**src/rtl/prbs_pkg.sv**
```systemverilog
`timescale 1ns/1ps
package prbs_pkg;

  typedef enum logic [1:0] {
    INJ_OFF    = 2'd0,
    INJ_SINGLE = 2'd1,
    INJ_RATE   = 2'd2,
    INJ_EXT    = 2'd3
  } inj_mode_e;

  localparam logic [1:0] FLD_OVH = 2'd1;
  localparam logic [1:0] FLD_PAY = 2'd2;

  // index of the oldest state bit (N-1) for an order code
  function automatic logic [4:0] order_top(input logic [2:0] code);
    case (code)
      3'd0:    return 5'd6;
      3'd1:    return 5'd8;
      3'd2:    return 5'd9;
      3'd3:    return 5'd10;
      3'd4:    return 5'd14;
      3'd5:    return 5'd22;
      default: return 5'd30;
    endcase
  endfunction

  // index of the second feedback tap (M-1)
  function automatic logic [4:0] order_tap(input logic [2:0] code);
    case (code)
      3'd0:    return 5'd5;
      3'd1:    return 5'd4;
      3'd2:    return 5'd6;
      3'd3:    return 5'd8;
      3'd4:    return 5'd13;
      3'd5:    return 5'd17;
      default: return 5'd27;
    endcase
  endfunction

  function automatic logic [31:0] order_mask(input logic [2:0] code);
    logic [31:0] m;
    logic [4:0]  t;
    t = order_top(code);
    for (int i = 0; i < 32; i++) m[i] = (i <= int'(t));
    return m;
  endfunction

endpackage

```
**src/rtl/prbs_lfsr.sv**
```systemverilog
`timescale 1ns/1ps
module prbs_lfsr
  import prbs_pkg::*;
#(
  parameter int STATE_W = 31
) (
  input  logic       clk,
  input  logic       load,
  input  logic       step,
  input  logic [2:0] order,
  output logic       cur_bit,
  output logic       at_seed
);
  logic [STATE_W-1:0] state, nxt, seed;
  logic [4:0] top_i, tap_i;
  logic fb;

  always_comb begin
    logic [31:0] full;
    full    = order_mask(order);
    seed    = full[STATE_W-1:0];
    top_i   = order_top(order);
    tap_i   = order_tap(order);
    cur_bit = state[top_i];
    fb      = state[top_i] ^ state[tap_i];
    nxt     = {state[STATE_W-2:0], fb} & seed;
    at_seed = (state == seed);
  end

  always_ff @(posedge clk) begin
    if (load)      state <= seed;
    else if (step) state <= nxt;
  end
endmodule

```
**src/rtl/prbs_rate_timer.sv**
```systemverilog
`timescale 1ns/1ps
module prbs_rate_timer #(
  parameter int MIN_EXP = 3,
  parameter int MAX_EXP = 7,
  parameter int CNT_W   = 24
) (
  input  logic       clk,
  input  logic       clr,
  input  logic       step,
  input  logic [2:0] exp_code,
  output logic       due
);
  logic [CNT_W-1:0] cnt, last;

  function automatic logic [CNT_W-1:0] decade(input logic [2:0] code);
    int e;
    logic [CNT_W-1:0] p;
    e = int'(code);
    if (e < MIN_EXP) e = MIN_EXP;
    if (e > MAX_EXP) e = MAX_EXP;
    p = CNT_W'(1);
    for (int k = 0; k < MAX_EXP; k++)
      if (k < e) p = CNT_W'(p * 10);
    return p;
  endfunction

  always_comb begin
    last = decade(exp_code) - CNT_W'(1);
    due  = step && (cnt == last);
  end

  always_ff @(posedge clk) begin
    if (clr)       cnt <= '0;
    else if (step) cnt <= due ? '0 : cnt + CNT_W'(1);
  end
endmodule

```
**src/rtl/prbs_inject_ctrl.sv**
```systemverilog
`timescale 1ns/1ps
module prbs_inject_ctrl
  import prbs_pkg::*;
(
  input  logic       clk,
  input  logic       clr,
  input  inj_mode_e  mode,
  input  logic [1:0] field_sel,
  input  logic       ovh_flag,
  input  logic       inhibit,
  input  logic       step,
  input  logic       single_req,
  input  logic       ext_strobe,
  input  logic       due,
  output logic       inject,
  output logic       pend
);
  logic req_now, fld_ok, slot_ok;

  always_comb begin
    case (mode)
      INJ_SINGLE: req_now = single_req;
      INJ_RATE:   req_now = due;
      INJ_EXT:    req_now = ext_strobe;
      default:    req_now = 1'b0;
    endcase
    case (field_sel)
      FLD_OVH: fld_ok = ovh_flag;
      FLD_PAY: fld_ok = !ovh_flag;
      default: fld_ok = 1'b1;
    endcase
    slot_ok = step && !inhibit && fld_ok;
    inject  = slot_ok && (pend || req_now);
  end

  always_ff @(posedge clk) begin
    if (clr || inject) pend <= 1'b0;
    else if (req_now)  pend <= 1'b1;
  end
endmodule

```
**src/rtl/prbs_err_gen.sv**
```systemverilog
`timescale 1ns/1ps
module prbs_err_gen
  import prbs_pkg::*;
#(
  parameter int STATE_W = 31,
  parameter int MIN_EXP = 3,
  parameter int MAX_EXP = 7
) (
  input  logic       clk,
  input  logic       rst,
  input  logic       bit_en,
  input  logic       restart,
  input  logic [2:0] order_sel,
  input  logic [1:0] inj_mode,
  input  logic [2:0] rate_exp,
  input  logic [1:0] field_sel,
  input  logic       ovh_flag,
  input  logic       inhibit,
  input  logic       single_req,
  input  logic       ext_strobe,
  output logic       dout,
  output logic       err_flag,
  output logic       sync_pulse
);
  localparam int CNT_W = $clog2(10 ** MAX_EXP);

  logic       cfg_load;
  logic [2:0] order_q, exp_q, order_eff;
  inj_mode_e  mode_q;
  logic       seq_bit, at_seed, due, inject, pend;

  assign cfg_load  = rst || restart;
  assign order_eff = cfg_load ? order_sel : order_q;

  always_ff @(posedge clk) begin
    if (cfg_load) begin
      order_q <= order_sel;
      mode_q  <= inj_mode_e'(inj_mode);
      exp_q   <= rate_exp;
    end
  end

  prbs_lfsr #(.STATE_W(STATE_W)) lfsr_i (
    .clk(clk), .load(cfg_load), .step(bit_en), .order(order_eff),
    .cur_bit(seq_bit), .at_seed(at_seed)
  );

  prbs_rate_timer #(.MIN_EXP(MIN_EXP), .MAX_EXP(MAX_EXP), .CNT_W(CNT_W)) timer_i (
    .clk(clk), .clr(cfg_load), .step(bit_en), .exp_code(exp_q), .due(due)
  );

  prbs_inject_ctrl inj_i (
    .clk(clk), .clr(cfg_load), .mode(mode_q), .field_sel(field_sel),
    .ovh_flag(ovh_flag), .inhibit(inhibit), .step(bit_en),
    .single_req(single_req), .ext_strobe(ext_strobe), .due(due),
    .inject(inject), .pend(pend)
  );

  always_ff @(posedge clk) begin
    if (cfg_load) begin
      dout       <= 1'b0;
      err_flag   <= 1'b0;
      sync_pulse <= 1'b0;
    end else if (bit_en) begin
      dout       <= inhibit ? 1'b0 : (seq_bit ^ inject);
      err_flag   <= inject;
      sync_pulse <= at_seed;
    end else begin
      err_flag   <= 1'b0;
      sync_pulse <= 1'b0;
    end
  end
endmodule

```
**config.mk**
```make
export PLATFORM = sky130hd
export DESIGN_NAME = prbs_err_gen
export DESIGN_NICKNAME = d
export VERILOG_FILES = /design/src/rtl/prbs_pkg.sv /design/src/rtl/prbs_lfsr.sv /design/src/rtl/prbs_rate_timer.sv /design/src/rtl/prbs_inject_ctrl.sv /design/src/rtl/prbs_err_gen.sv
export SDC_FILE = /design/constraint.sdc
export NUM_CORES = 1
export LEC_CHECK = 0
export ABC_AREA = 1
export BUFFER_PORTS_ARGS = -buffer_cell sky130_fd_sc_hd__buf_4
export CORE_UTILIZATION = 50
export CTS_CLUSTER_DIAMETER = 50
export DETAILED_ROUTE_END_ITERATION = 8
export GPL_ROUTABILITY_DRIVEN = 0
export GPL_TIMING_DRIVEN = 1
export PLACE_DENSITY = 0.68
export SETUP_SLACK_MARGIN = 0.1
export SLEW_MARGIN = 10
export SYNTH_ARGS = -nofsm -noshare
export SYNTH_HDL_FRONTEND = slang
export SYNTH_SLANG_ARGS = --single-unit
```
**constraint.sdc**
```tcl
create_clock -name clk -period 4.9 [get_ports clk]
set_input_delay 0.735 -clock clk [delete_from_list [all_inputs] [get_ports clk]]
set_output_delay 0.735 -clock clk [all_outputs]
set_load 0.01 [all_outputs]
```
==> impl_metrics.tcl, run 1 <==
set metrics [dict create \
    status "finished, violations left" \
    violations "setup timing" \
    slew_headroom 0.524 \
    final_util 0.620 \
    grt_pass1_wl_mm 26.4 \
    synth.distinct_cells 56 \
    maxSlewViolCount 0 \
    io_buffers 20 \
    hpwlAfterDp_mm 12.3 \
    post_drt_wl_per_cell_um 13.9 \
    dieArea_um2 13300 \
    p_leak_nw 3.90 \
    area_delta_synth_final_pct 21.5 \
    setup_violations 27 \
    clkTransAtPathRegs_ns 0.06 \
    ys_seq_elements 67 \
    clock_skew_ns 0.0115 \
    ctsLongestPathBuffers 2 \
    final_cell_mix "nand2_1 (241), inv_1 (119), nand3_1 (71)" \
    synth_edf_count 35 \
    track_usage 0.253 \
    syn_inst 921 \
    insertion_delay_ns 0.34 \
    die_h_um 115 \
    hold_violations 0 \
    boundaryPins 21 \
    cp.arrival_ns 5.38 \
    critPathKind "reg2reg" \
    crit_path_frequent_cell "nand2_1" \
    grt_overflow_total 0 \
    worst_slew_pin_slew_ns 0.713 \
    nFillCells 1144 \
    root_buffer "clkbuf_16" \
    hold_ws_ns 0.481 \
    dr.first_iter.drc_count 468 \
    setup_ws_ns -0.205 \
    cp-startpoint "exp_q[2]" \
    async_flop_share 0 \
    grt_pass1_vias 5666 \
    regArea_um2 1690 \
    htree_levels 3 \
    wl_mm 16.6 \
    multi_input_area_um2 4480 \
    drive_gt1_frac 0.190 \
    initial_core_util 0.511 \
    viasPerCell 5.27 \
    layout_commonest_cell "nand2_1" \
    design_area_um2 7800 \
    endpoint_kind "register" \
    crit_path_max_incr_delay_ns 0.51 \
    max_freq_mhz 196 \
    drcViolationCount 0 \
    die_w_um 115 \
    drt_pass1_iterations 5 \
    setup.worst_path.start_class "register" \
    ys_seq_area_frac 0.264 \
    tritoncts "built" \
    cp_max_fo 5 \
    num_rows 41 \
    reg2reg_from "exp_q[2]" \
    cts_buffers 9 \
    antenna_left 0 \
    syn_area_um2 6420 \
    synth_top_area_frac 0.164 \
    antenna_cells 0 \
    ir_drop_mv 0.211 \
    period_share 1.04 \
    drv_cap 0 \
    powerDensity_nw_per_um2 311 \
    antenna_found_initial 0 \
    post_dp_cell_area_um2 7140 \
    synth_area_leaders "edfxtp_1 (16%), ha_1 (16%), nand2_1 (15%)" \
    rsz0062_at_grt "yes" \
    numClockSinks 67 \
    num_vias 6269 \
    synth_top_cell_by_area "edfxtp_1" \
    slowest_stage "edfxtp_1" \
    cp.required_ns 5.18 \
    ys.flop_type "edfxtp_1" \
    synth.avg_cell_area_um2 6.97 \
    setup_tns_ns -2.36 \
    hold_class "reg2reg" \
    fin_nets 1116 \
    grt_max_degree 28 \
    core_um2 12600 \
    min-delay-start "dout" \
    min_period_ns 5.10 \
    yosys_warnings 0 \
]
## report_power, final
part	internal (mW)	total, mW	switching [mW]
Sequential	0.629	0.652	0.0237
Clock	0.457	0.700	0.243
Combinational	0.468	1.08	0.608
Total	1.55	2.43	0.875
## metal layers
layer  global-route usage  vias to the layer above  share of wire
met1                0.331                     2849           0.46
met2                0.423                      181           0.47
met4               0.0918                        0          0.024
met3               0.0369                       36          0.053
met5                    0                        -              0
li1                     -                     3203              -
## synthesized netlist by cell type (10+ instances only)
cell type,count
nand2_1,251
inv_1,128
ha_1,83
nand3_1,76
nor2_1,57
a21oi_1,44
edfxtp_1,35
o21ai_0,33
dfxtp_1,32
inv_2,17
nand2_2,15
nor3_1,15
nand4_1,13
nand3_2,10
xor2_1,10
## worst paths after layout
kind                            slack, ns    to  depth (start not counted)
worst max-delay path                -0.20  dout                         40
worst min-delay path                 0.48  dout                          2
worst max register to register      -0.20  dout                         40
worst min register to register       0.48  dout                          2
## registers in the layout, summed over array words and instances, names as in the netlist
signal / cells
order_q: 3
lfsr_i.state: 31
sync_pulse: 1
err_flag: 1
dout: 1
mode_q: 2
timer_i.cnt: 24
inj_i.pend: 1
exp_q: 3
## layout make-up
type                       instances  share of cell area
clock buffer                      11              0.0311
clock inverter                     5             0.00979
inverter                         150              0.0743
multi-input combinational        717               0.574
sequential                        67               0.217
tap                              172              0.0276
timing repair buffer              67              0.0660
## critical path, delay by kind of cell, from the launching register on
kind                     cells  cell delay (ns)
XOR/XNOR                     1             0.18
AND/OR/NAND/NOR             28             2.49
buffers and inverters        2             0.09
flip-flops                   1             0.51
AO/OA/AOI/OAI                4             0.53
adder cells (fa/ha/maj)      5             1.26
## logic make-up after synthesis
group / synth area share
AOI/OAI and AO/OA: 0.111
xor gates and xnor gates: 0.0150
adders and majority gates: 0.171
buffers and inverters: 0.104
DFF: 0.264
other: 0.00117
and+or+nand+nor: 0.334
## what timing repair did
action / in CTS / in global routing
setup buffers: 12 / 4
resized for setup: 18 / 32
endpoints found under the setup margin: 27 / 27
pin swaps: 22 / 32
hold buffers: 0 / 0
## metrics by stage
step,setup slack [ns],std cells,total power [mW]
after detailed placement,-0.220,1157,1.53
final,-0.205,1189,2.43
after global routing,-0.544,1189,2.59
after floorplan,0.124,950,1.32
after global placement,-0.0639,1157,1.53
after CTS,0.0110,1185,2.32
No activity file was read; power rests on OpenSTA's default activity.
==> inputs of run 2 (changes only) <==
--- a/config.mk
+++ b/config.mk
@@ -5,7 +5,6 @@
 export SDC_FILE = /design/constraint.sdc
 export NUM_CORES = 1
 export LEC_CHECK = 0
-export ABC_AREA = 1
 export BUFFER_PORTS_ARGS = -buffer_cell sky130_fd_sc_hd__buf_4
 export CORE_UTILIZATION = 50
 export CTS_CLUSTER_DIAMETER = 50
==> impl_metrics.tcl, run 2 <==
set metrics [dict create \
    min_period_ns 5.51 \
    nFillCells 968 \
    synth_edf_count 35 \
    fin_nets 896 \
    largest_register_ffs 31 \
    post_dp_cell_area_um2 6870 \
    synth_common_cells "ha_1 (83), nand2_1 (78), nor2_1 (70), a21oi_1 (36), edfxtp_1 (35)" \
    cts_buffers 9 \
    slew_headroom 0.247 \
    maxSlewViolCount 0 \
    antenna_found_initial 0 \
    worst_slew_pin_slew_ns 1.13 \
    ys_seq_elements 67 \
    drv_cap 0 \
    r2r_setup_slack_ns -0.61 \
    grt_pass1_wl_mm 25.6 \
    drt_pass1_iterations 5 \
    clkTransAtPathRegs_ns 0.06 \
    viasPerCell 5.92 \
    grt_overflow_total 0 \
    setup_violations 27 \
    hold_ws_ns 0.510 \
    crit_path_max_incr_delay_ns 0.49 \
    critPathKind "reg2reg" \
    endpoint_kind "register" \
    synth_top_area_frac 0.176 \
    hpwlAfterDp_mm 11.7 \
    critPathTopFamily "simple AND/OR/NAND/NOR gates" \
    drive_gt1_frac 0.213 \
    dr.first_iter.drc_count 340 \
    violations "setup timing" \
    regArea_um2 1690 \
    hold_class "reg2reg" \
    hold_violations 0 \
    die_w_um 111 \
    root_buffer "clkbuf_16" \
    cp.arrival_ns 5.71 \
    synth.distinct_cells 78 \
    setup.worst_path.start_class "register" \
    reg2reg_from "exp_q[2]" \
    synth.avg_cell_area_um2 8.62 \
    io_buffers 20 \
    track_usage 0.255 \
    period_share 1.12 \
    synth_top_cell_by_area "edfxtp_1" \
    status "finished, violations left" \
    cp_max_fo 5 \
    slowest_stage "edfxtp_1" \
    ir_drop_mv 0.269 \
    clock_skew_ns 0.00617 \
    wl_mm 15.4 \
    rsz0062_at_grt "yes" \
    regMostFlops "lfsr_i.state" \
    powerDensity_nw_per_um2 313 \
    cp.required_ns 5.10 \
    p_leak_nw 3.19 \
    ys.flop_type "edfxtp_1" \
    async_flop_share 0 \
    yosys_warnings 0 \
    tritoncts "built" \
    max_freq_mhz 181 \
    antenna_cells 0 \
    design_area_um2 7440 \
    numClockSinks 67 \
    dieArea_um2 12400 \
    r2r_cells 24 \
    boundaryPins 21 \
    antenna_left 0 \
    biggestRegsByFlops "lfsr_i.state x31, timer_i.cnt x24" \
    die_h_um 111 \
    layout_commonest_cell "buf_4" \
    ctsLongestPathBuffers 2 \
    htree_levels 3 \
    area_delta_synth_final_pct 24.3 \
    num_vias 5566 \
    num_rows 39 \
    clkPwrFrac 0.280 \
    grt_pass1_vias 5445 \
    p_switching_mw 0.796 \
    hold_end "lfsr_i.state[0]" \
    post_drt_wl_per_cell_um 16.4 \
    initial_core_util 0.518 \
    cp.buffers_inverters 1 \
    setup_ws_ns -0.611 \
    min-delay-start "lfsr_i.state[0]" \
    syn_area_um2 5990 \
    min_delay_path_depth 2 \
    synth_area_leaders "edfxtp_1 (18%), ha_1 (17%), dfxtp_1 (11%)" \
    final_cell_mix "buf_4 (80), nand2_1 (76), ha_1 (70)" \
    final_util 0.643 \
    synthMostInstantiatedCell "ha_1" \
    intPower_mw 1.53 \
    grt_max_degree 31 \
    timing.rr.end "dout" \
    multi_input_area_um2 4460 \
    swShare 0.342 \
    insertion_delay_ns 0.33 \
    syn_inst 694 \
    p_seq_frac 0.282 \
    crit_path_frequent_cell "ha_4" \
    ys_seq_area_frac 0.283 \
    core_um2 11600 \
    drcViolationCount 0 \
    p_comb_frac 0.438 \
    cp_cell_sequence "buf_6 > ha_4 > fa_1 > o21a_1 > ha_4 > ha_4 > a31oi_4 > o21ai_2 > nor2_2 > o21bai_1 > o211a_1 > or3_4 > a21oi_4 > nor2_1 > ha_1 > xor2_2 > or3_1 > o211ai_1 > nor4_1 > nand4_1 > nor4_4 > and4b_1 > o21a_1 > o211ai_1" \
]
## run 2: cell count changes after synthesis, moves of 15 or more
cell	change
nand2_1	-173
inv_1	-105
nand3_1	-51
xnor2_1	+17
inv_2	-15
nand2_2	-15
## run 2: worst max-delay path by stage
stage	from	end	slack, ns	depth (start not counted)
floorplan	exp_q[2]	dout	-0.54	27
detailed placement	exp_q[2]	dout	-0.69	26
finish	exp_q[2]	dout	-0.61	24
global route	exp_q[2]	dout	-0.84	24
CTS	exp_q[2]	dout	-0.51	25
global placement	exp_q[2]	dout	-0.55	26
## run 2: final cells by class
class / count / share of cell area
timing repair buffer: 85 / 0.0932
clock buffer: 10 / 0.0321
inverter: 28 / 0.0151
tap: 143 / 0.0240
multi-input combinational: 601 / 0.600
sequential: 67 / 0.227
clock inverter: 6 / 0.00858
## run 2: per-layer routing
metal	vias to the layer above	wire, um	track usage
met5	-	0	0
met4	0	261	0.0802
met3	24	783	0.0435
met2	160	7550	0.446
met1	2654	6810	0.321
li1	2728	-	-
## run 2: per-stage QoR
stage | power (mW) | setup TNS [ns] | setup WS [ns] | std cells
6_report | 2.33 | -15.21 | -0.611 | 940
5_1_grt | 2.47 | -21.46 | -0.844 | 940
4_1_cts | 2.25 | -12.69 | -0.509 | 935
3_5_place_dp | 1.59 | -18.01 | -0.693 | 919
3_3_place_gp | 1.57 | -14.09 | -0.547 | 919
2_1_floorplan | 1.29 | -13.26 | -0.543 | 723
## run 2: worst reg2reg max path, stage by stage (launching register included)
cell and delay [ns]:
edfxtp_1 0.49, buf_6 0.18, ha_4 0.21, fa_1 0.45, o21a_1 0.25, ha_4 0.29
ha_4 0.20, a31oi_4 0.17, o21ai_2 0.08, nor2_2 0.13, o21bai_1 0.09, o211a_1 0.24
or3_4 0.35, a21oi_4 0.16, nor2_1 0.06, ha_1 0.31, xor2_2 0.15, or3_1 0.12
o211ai_1 0.10, nor4_1 0.28, nand4_1 0.18, nor4_4 0.36, and4b_1 0.30, o21a_1 0.14
o211ai_1 0.10
## run 2: cell families (layout without fill, tap and decap cells)
family | after synthesis | in the layout | synth area share
XOR/XNOR | 38 | 38 | 0.0579
AO/OA/AOI/OAI | 158 | 158 | 0.186
adder cells (fa/ha/maj) | 86 | 86 | 0.184
AND/OR/NAND/NOR | 275 | 275 | 0.224
flip-flops | 67 | 67 | 0.283
buffers and inverters | 55 | 129 | 0.0420
multiplexers | 13 | 13 | 0.0228
other | 2 | 31 | 0.00125
## run 2: what timing repair did
action	CTS	global route
setup buffers	0	2
endpoints found under the setup margin	27	27
gates cloned	0	3
hold buffers	0	0
resized for setup	5	36
pin swaps	7	21
## run 2: power by group through the flow
stage                     clock network, mW  registers (mW)  logic (mW)
final                                 0.651           0.656        1.02
after global routing                  0.683           0.661        1.13
after CTS                             0.660           0.655       0.938
after detailed placement                  0           0.666       0.925
after global placement                    0           0.666       0.900
after floorplan                           0           0.657       0.633
